File: config.mk
export PLATFORM = sky130hd
export DESIGN_NAME = serial_rx_vote
export DESIGN_NICKNAME = d
export VERILOG_FILES = /design/src/rtl/serial_rx_vote.sv
export SDC_FILE = /design/constraint.sdc
export NUM_CORES = 1
export LEC_CHECK = 0
export CORE_MARGIN = 2
export CORE_UTILIZATION = 60
export CTS_BUF_LIST = sky130_fd_sc_hd__clkbuf_8
export DETAILED_ROUTE_END_ITERATION = 12
export PLACE_DENSITY = 0.77
export SLEW_MARGIN = 10
export SYNTH_ARGS = -nofsm -noshare
export SYNTH_HDL_FRONTEND = slang
export SYNTH_SLANG_ARGS = --single-unit
File: constraint.sdc
create_clock -name clk -period 11.76 [get_ports clk]
set_clock_uncertainty 0.15 [all_clocks]
set_input_delay 2.352 -clock clk [delete_from_list [all_inputs] [get_ports clk]]
set_output_delay 2.352 -clock clk [all_outputs]
set_load 0.01 [all_outputs]
File: src/rtl/serial_rx_vote.sv
module serial_rx_vote #(
  parameter int DEPTH = 32
) (
  input  logic        clk,
  input  logic        rst_n,
  input  logic        tick16,
  input  logic        rx_in,
  input  logic [1:0]  cfg_len,
  input  logic        cfg_par_en,
  input  logic        cfg_par_odd,
  input  logic        cfg_stop2,
  input  logic        cfg_fifo_en,
  input  logic        rd_en,
  output logic [11:0] rd_data,
  output logic        rx_empty,
  output logic        rx_full,
  output logic        rx_busy
);
  localparam int AW = $clog2(DEPTH);
  localparam logic [AW:0] CAP = (AW+1)'(DEPTH);
  localparam logic [AW-1:0] PONE = AW'(1);

  typedef enum logic [2:0] {IDLE, START, DATA, PAR, STOP} st_t;

  st_t         state;
  logic [1:0]  sync;
  logic        prev, s0, s1, second;
  logic [3:0]  ph;
  logic [2:0]  bidx;
  logic [7:0]  sh;
  logic        par_acc, perr, fe, zall;
  logic [11:0] mem [DEPTH];
  logic [AW-1:0] wp, rp;
  logic [AW:0] cnt;

  wire       rx_s   = sync[1];
  wire       vote   = (s0 & s1) | (s0 & rx_s) | (s1 & rx_s);
  wire       decide = tick16 && state != IDLE && ph == 4'd9;
  wire [3:0] nbits  = {2'b00, cfg_len} + 4'd5;
  wire       last_stop = !cfg_stop2 || second;
  wire       push   = decide && state == STOP && last_stop;
  wire       pop    = rd_en && cnt != '0;
  wire [7:0] dout   = sh >> (4'd8 - nbits);
  wire [11:0] word  = {1'b0, zall & ~vote, perr, fe | ~vote, dout};

  assign rx_empty = cnt == '0;
  assign rx_full  = cfg_fifo_en ? (cnt == CAP) : (cnt != '0);
  assign rx_busy  = state != IDLE;
  assign rd_data  = mem[rp];

  always_ff @(posedge clk) begin
    if (!rst_n) sync <= 2'b11;
    else        sync <= {sync[0], rx_in};
  end

  always_ff @(posedge clk) begin
    if (!rst_n) begin
      state <= IDLE; prev <= 1'b1; ph <= '0; s0 <= 1'b1; s1 <= 1'b1;
      bidx <= '0; sh <= '0; par_acc <= 1'b0; perr <= 1'b0;
      fe <= 1'b0; zall <= 1'b0; second <= 1'b0;
    end else if (tick16) begin
      prev <= rx_s;
      if (state == IDLE) begin
        if (prev && !rx_s) begin
          state <= START;
          ph    <= 4'd1;
        end
      end else begin
        ph <= ph + 4'd1;
        if (ph == 4'd7) s0 <= rx_s;
        if (ph == 4'd8) s1 <= rx_s;
        if (ph == 4'd9) begin
          case (state)
            START: begin
              if (!vote) begin
                state <= DATA; bidx <= '0; sh <= '0; par_acc <= 1'b0;
                perr <= 1'b0; fe <= 1'b0; zall <= 1'b1; second <= 1'b0;
              end else begin
                state <= IDLE;
              end
            end
            DATA: begin
              sh      <= {vote, sh[7:1]};
              par_acc <= par_acc ^ vote;
              zall    <= zall & ~vote;
              bidx    <= bidx + 3'd1;
              if ({1'b0, bidx} == nbits - 4'd1)
                state <= cfg_par_en ? PAR : STOP;
            end
            PAR: begin
              perr  <= cfg_par_odd ? ~(par_acc ^ vote) : (par_acc ^ vote);
              zall  <= zall & ~vote;
              state <= STOP;
            end
            STOP: begin
              fe   <= fe | ~vote;
              zall <= zall & ~vote;
              if (last_stop) state <= IDLE;
              else           second <= 1'b1;
            end
            default: state <= IDLE;
          endcase
        end
      end
    end
  end

  always_ff @(posedge clk) begin
    if (push && !rx_full) mem[wp] <= word;
    else if (push)        mem[wp - PONE][11] <= 1'b1;
  end

  always_ff @(posedge clk) begin
    if (!rst_n) begin
      wp <= '0; rp <= '0; cnt <= '0;
    end else begin
      if (push && !rx_full) wp <= wp + PONE;
      if (pop)              rp <= rp + PONE;
      case ({push && !rx_full, pop})
        2'b10:   cnt <= cnt + 1'b1;
        2'b01:   cnt <= cnt - 1'b1;
        default: cnt <= cnt;
      endcase
    end
  end
endmodule


# Word level (Yosys, flattened, before mapping)
# Memory sizes are Yosys's and may differ from the RTL's. A register that Yosys moved wholly into a read port is not among the register bits.
# Index checks and enable logic that the tools add are counted.
# classes
add_sub_neg,10
bitwise_logic,11
n_shift,1
eq_ne,16
reduce_logical,32
mux,35
# op_table
operator,count
5-bit AND reduction,5
3-bit two-way mux,7
8-bit one-hot mux with 2 select lines,1
5-bit two-way mux,3
12-bit two-way mux,1
3-bit one-hot mux with 4 select lines,1
6-bit one-hot mux with 2 select lines,1
2-bit nonzero test,6
12-bit OR reduction,1
"5-bit by 1-bit adder with 5-bit output, second input constant",2
1-bit two-way mux,10
1-bit one-hot mux with 2 select lines,5
"4-bit equality test, second input constant",2
4-bit two-way mux,2
8-bit two-way mux,1
8-bit by 4-bit right shift with 8-bit output,1
1-bit logical AND,7
"6-bit by 1-bit adder with 6-bit output, second input constant",1
"3-bit by 2-bit equality test with 1-bit output, second input constant",2
"6-bit equality test, second input constant",1
6-bit zero test,1
3-bit one-hot mux with 2 select lines,1
3-bit AND reduction,2
6-bit AND reduction,1
other kinds (29),40
# totals
output_inout_bits,15
ff_bits,44
memories,1
in_bits,11
ram_bits,384
wordCells,122
# memory_table
memory,words,word_bits,read_ports,rd_ports_with_merged_regs,write_ports,line,rtl
mem,32,12,1,1,1,32,logic [11:0] mem [DEPTH];

# Depth between registers and ports, before layout
# depth
word_depth,10
ltp_mapped,14
depth_no_buf,13

# Worst setup path before layout
# OpenSTA, ideal clock, no wires.
# synth_path
kind,input to output
start,in cfg_fifo_en
end,out rx_full
arrival_time_ps,2768
setup_slack_ps,6490
path_buffers,0
path_stages,2
t_required_ps,9258
cell_sequence,o21a_1 -> nor2_1
# synth_via
elab_chain_len,1
# synth_lines
item,line,rtl
start: declaration,12,"input logic cfg_fifo_en,"
1-bit two-way mux,47,assign rx_full = cfg_fifo_en ? (cnt == CAP) : (cnt != '0);
end: declaration,16,"output logic rx_full,"
# Every way passes these cells.

==> results_dict.tcl <==
set metrics [dict create \
    syn_area_um2 18000 \
    path_clk_slew_ns 0.06 \
    syn2layout_area_growth_pct 10.8 \
    grt_pass1_vias 9342 \
    pin_count 26 \
    fp.dieW_um 177 \
    synth_xor_area_frac 0.00682 \
    diodes 0 \
    grt_max_degree 67 \
    cts.sinks 433 \
    antenna_found_initial 0 \
    htree_levels 3 \
    multi_input_area_um2 5200 \
    wl_per_cell_um 24.6 \
    crit_required_ns 9.26 \
    final_layout_size_suffix_gt1_frac 0.281 \
    worst-path-max-fanout 50 \
    p_leak_nw 5.29 \
    grt_overflow 0 \
    core_area_um2 29600 \
    cts_setup_buffers 0 \
    synth_warnings 0 \
    fin_tns_setup_ns 0 \
    crit_chain "buf_4, mux4_2, mux4_2, mux2_2, clkdlybuf4s50_1" \
    post_cts_resized 0 \
    num_vias 9128 \
    synth_async_sr_flop_share 0 \
    synth_edf_count 384 \
    dr.pass1.iters 5 \
    drv_cap 0 \
    die_area_um2 31400 \
    cts-hold-fix-buffers 0 \
    crit_buf_inv 2 \
    peakVddDrop_uv 88.4 \
    grt_use_total 0.240 \
    holdWs_ns 0.255 \
    status "completed" \
    dpl_cell_area_um2 18600 \
    dp_cells 1337 \
    p_per_area_nw_per_um2 142 \
    grt_first_pass_wirelength_um 55300 \
    drc 0 \
    start_kind "register" \
    cpLargestDelayFamily "multiplexers" \
    cts-root-buf "clkbuf_8" \
    cts.path.max_buffers 3 \
    drt_iter0_drc 943 \
    yosys-top-cells-area "edfxtp_1 64%, mux4_2 16%, dfxtp_1 5.5%" \
    worstMarginPinSlew_ns 1.26 \
    max_freq_ghz 0.144 \
    synth-adder-area-share 0.0100 \
    synth-main-ff-cell "edfxtp_1" \
    portBuffers 25 \
    synth_top_family_by_area "multiplexers" \
    cpMostUsedCell "mux4_2" \
    synth_mux_area_frac 0.170 \
    relSlewSlack 0.157 \
    post-route-cell-area_um2 19900 \
    fillers 1904 \
    worstSetupPathType "register to output pin" \
    cp_slowest_cell "dfxtp_4" \
    post-route-min-period_ns 6.94 \
    min_path_type "register to register" \
    hold_violations 0 \
    cts_buffers 69 \
    period_share 0.590 \
    drtAntennaViolNets 0 \
    gp_congestion 0.808 \
    ys_ff_latch 433 \
    crit_arrival_ns 4.44 \
    setup_viol 0 \
    clk_latency_ns 0.58 \
    synth_top_cell_by_area "edfxtp_1" \
    cp-end-kind "output pin" \
    ys_types 75 \
    routed_wl_um 35800 \
    synth_top_area_frac 0.642 \
    syn_nets 984 \
    rsz0062_at_grt "no" \
    vias_per_cell 6.28 \
    finalNonFillerCells 1454 \
    final_common_cell "edfxtp_1" \
    crit_path_max_incr_delay_ns 0.97 \
    ff_latch_area_um2 12500 \
    drv_slew 0 \
    fp.dieH_um 177 \
    final_cell_mix "384 x edfxtp_1, 124 x mux4_2, 72 x clkbuf_8" \
    avgSynthCellArea_um2 18.7 \
    detailed_place_hpwl_um 21300 \
    syn_inst 960 \
    initial_core_util 0.608 \
    cts_tree "yes" \
    synth-simple-area-share 0.0476 \
    seq_area_frac_synth 0.696 \
    nNetsFinal 1043 \
    num_rows 63 \
    synth_compound_area_frac 0.0507 \
]
[cell families after synthesis]
logic type | after synthesis
buf+inv | 73
simple gates | 166
compound gates | 111
fa+ha+maj | 14
flops | 433
xor+xnor | 14
mux | 149
[metrics by stage]
stage	util	power [mW]	setup WS, ns
2_1_floorplan	-	1.69	6.49
3_3_place_gp	0.631	1.70	5.17
3_5_place_dp	0.631	1.70	5.08
4_1_cts	0.672	2.84	4.69
5_1_grt	0.673	2.91	4.49
6_report	0.673	2.82	4.82
[worst paths after layout]
path,start,endpoint,slack [ns],cells past startpoint
min,sync[0],sync[1],0.26,1
max,register,rd_data[10],4.82,5
max reg2reg,ph[0],mem[19][2],7.47,7
min reg2reg,sync[0],sync[1],0.26,1
[cells in the mapped netlist (2+ instances only)]
cell and number:
xor2_1 4, mux2i_1 12, dfxtp_1 49, or4_4 2, a22oi_1 5, a211oi_1 15
nand2b_1 4, or2_2 2, a31oi_1 2, xnor2_1 10, o311ai_4 2, inv_2 2
nor4b_1 2, a2111oi_2 2, or3_1 9, nor2b_1 2, mux4_2 124, o21ai_0 15
nor2_1 68, inv_1 13, a21oi_1 29, and2_1 6, buf_1 6, a22o_1 9
nand2_1 32, ha_1 12, nor3_1 8, edfxtp_1 384, mux2_2 13, nor4_1 2
nand4b_1 3, nand3_1 12, buf_4 2, a21o_1 3, buf_6 4, o21ai_1 2
clkbuf_1 36, buf_2 8, a211oi_2 9
[where the power goes]
part / switching, mW / leakage, nW / internal (mW) / total [mW]
logic: 0.00959 / 1.41 / 0.00659 / 0.0162
clock network: 0.561 / 0.692 / 0.592 / 1.15
registers: 0.000828 / 3.19 / 1.65 / 1.65
total: 0.572 / 5.29 / 2.25 / 2.82
[layer usage]
metal	part of all wire	GRT usage	up-vias
met3	0.083	0.0546	47
met5	0	0	-
li1	-	-	4023
met2	0.48	0.369	376
met1	0.42	0.349	4682
met4	0.016	0.0758	0
[registers in the layout, indices dropped and copies added (netlist names), 2 cells and up, named ones only]
| name | count |
|---|---|
| state | 3 |
| cnt | 6 |
| sh | 8 |
| bidx | 3 |
| ph | 4 |
| rp | 5 |
| sync | 2 |
| mem | 384 |
| wp | 5 |
[cell type report]
class | instances | area share
Multi-Input combinational cell | 454 | 0.261
Clock inverter | 44 | 0.0119
Tap cell | 390 | 0.0245
Timing Repair Buffer | 44 | 0.0199
Sequential cell | 433 | 0.629
Inverter | 17 | 0.00371
Clock buffer | 72 | 0.0498
Power figures use the tool's default switching activity.
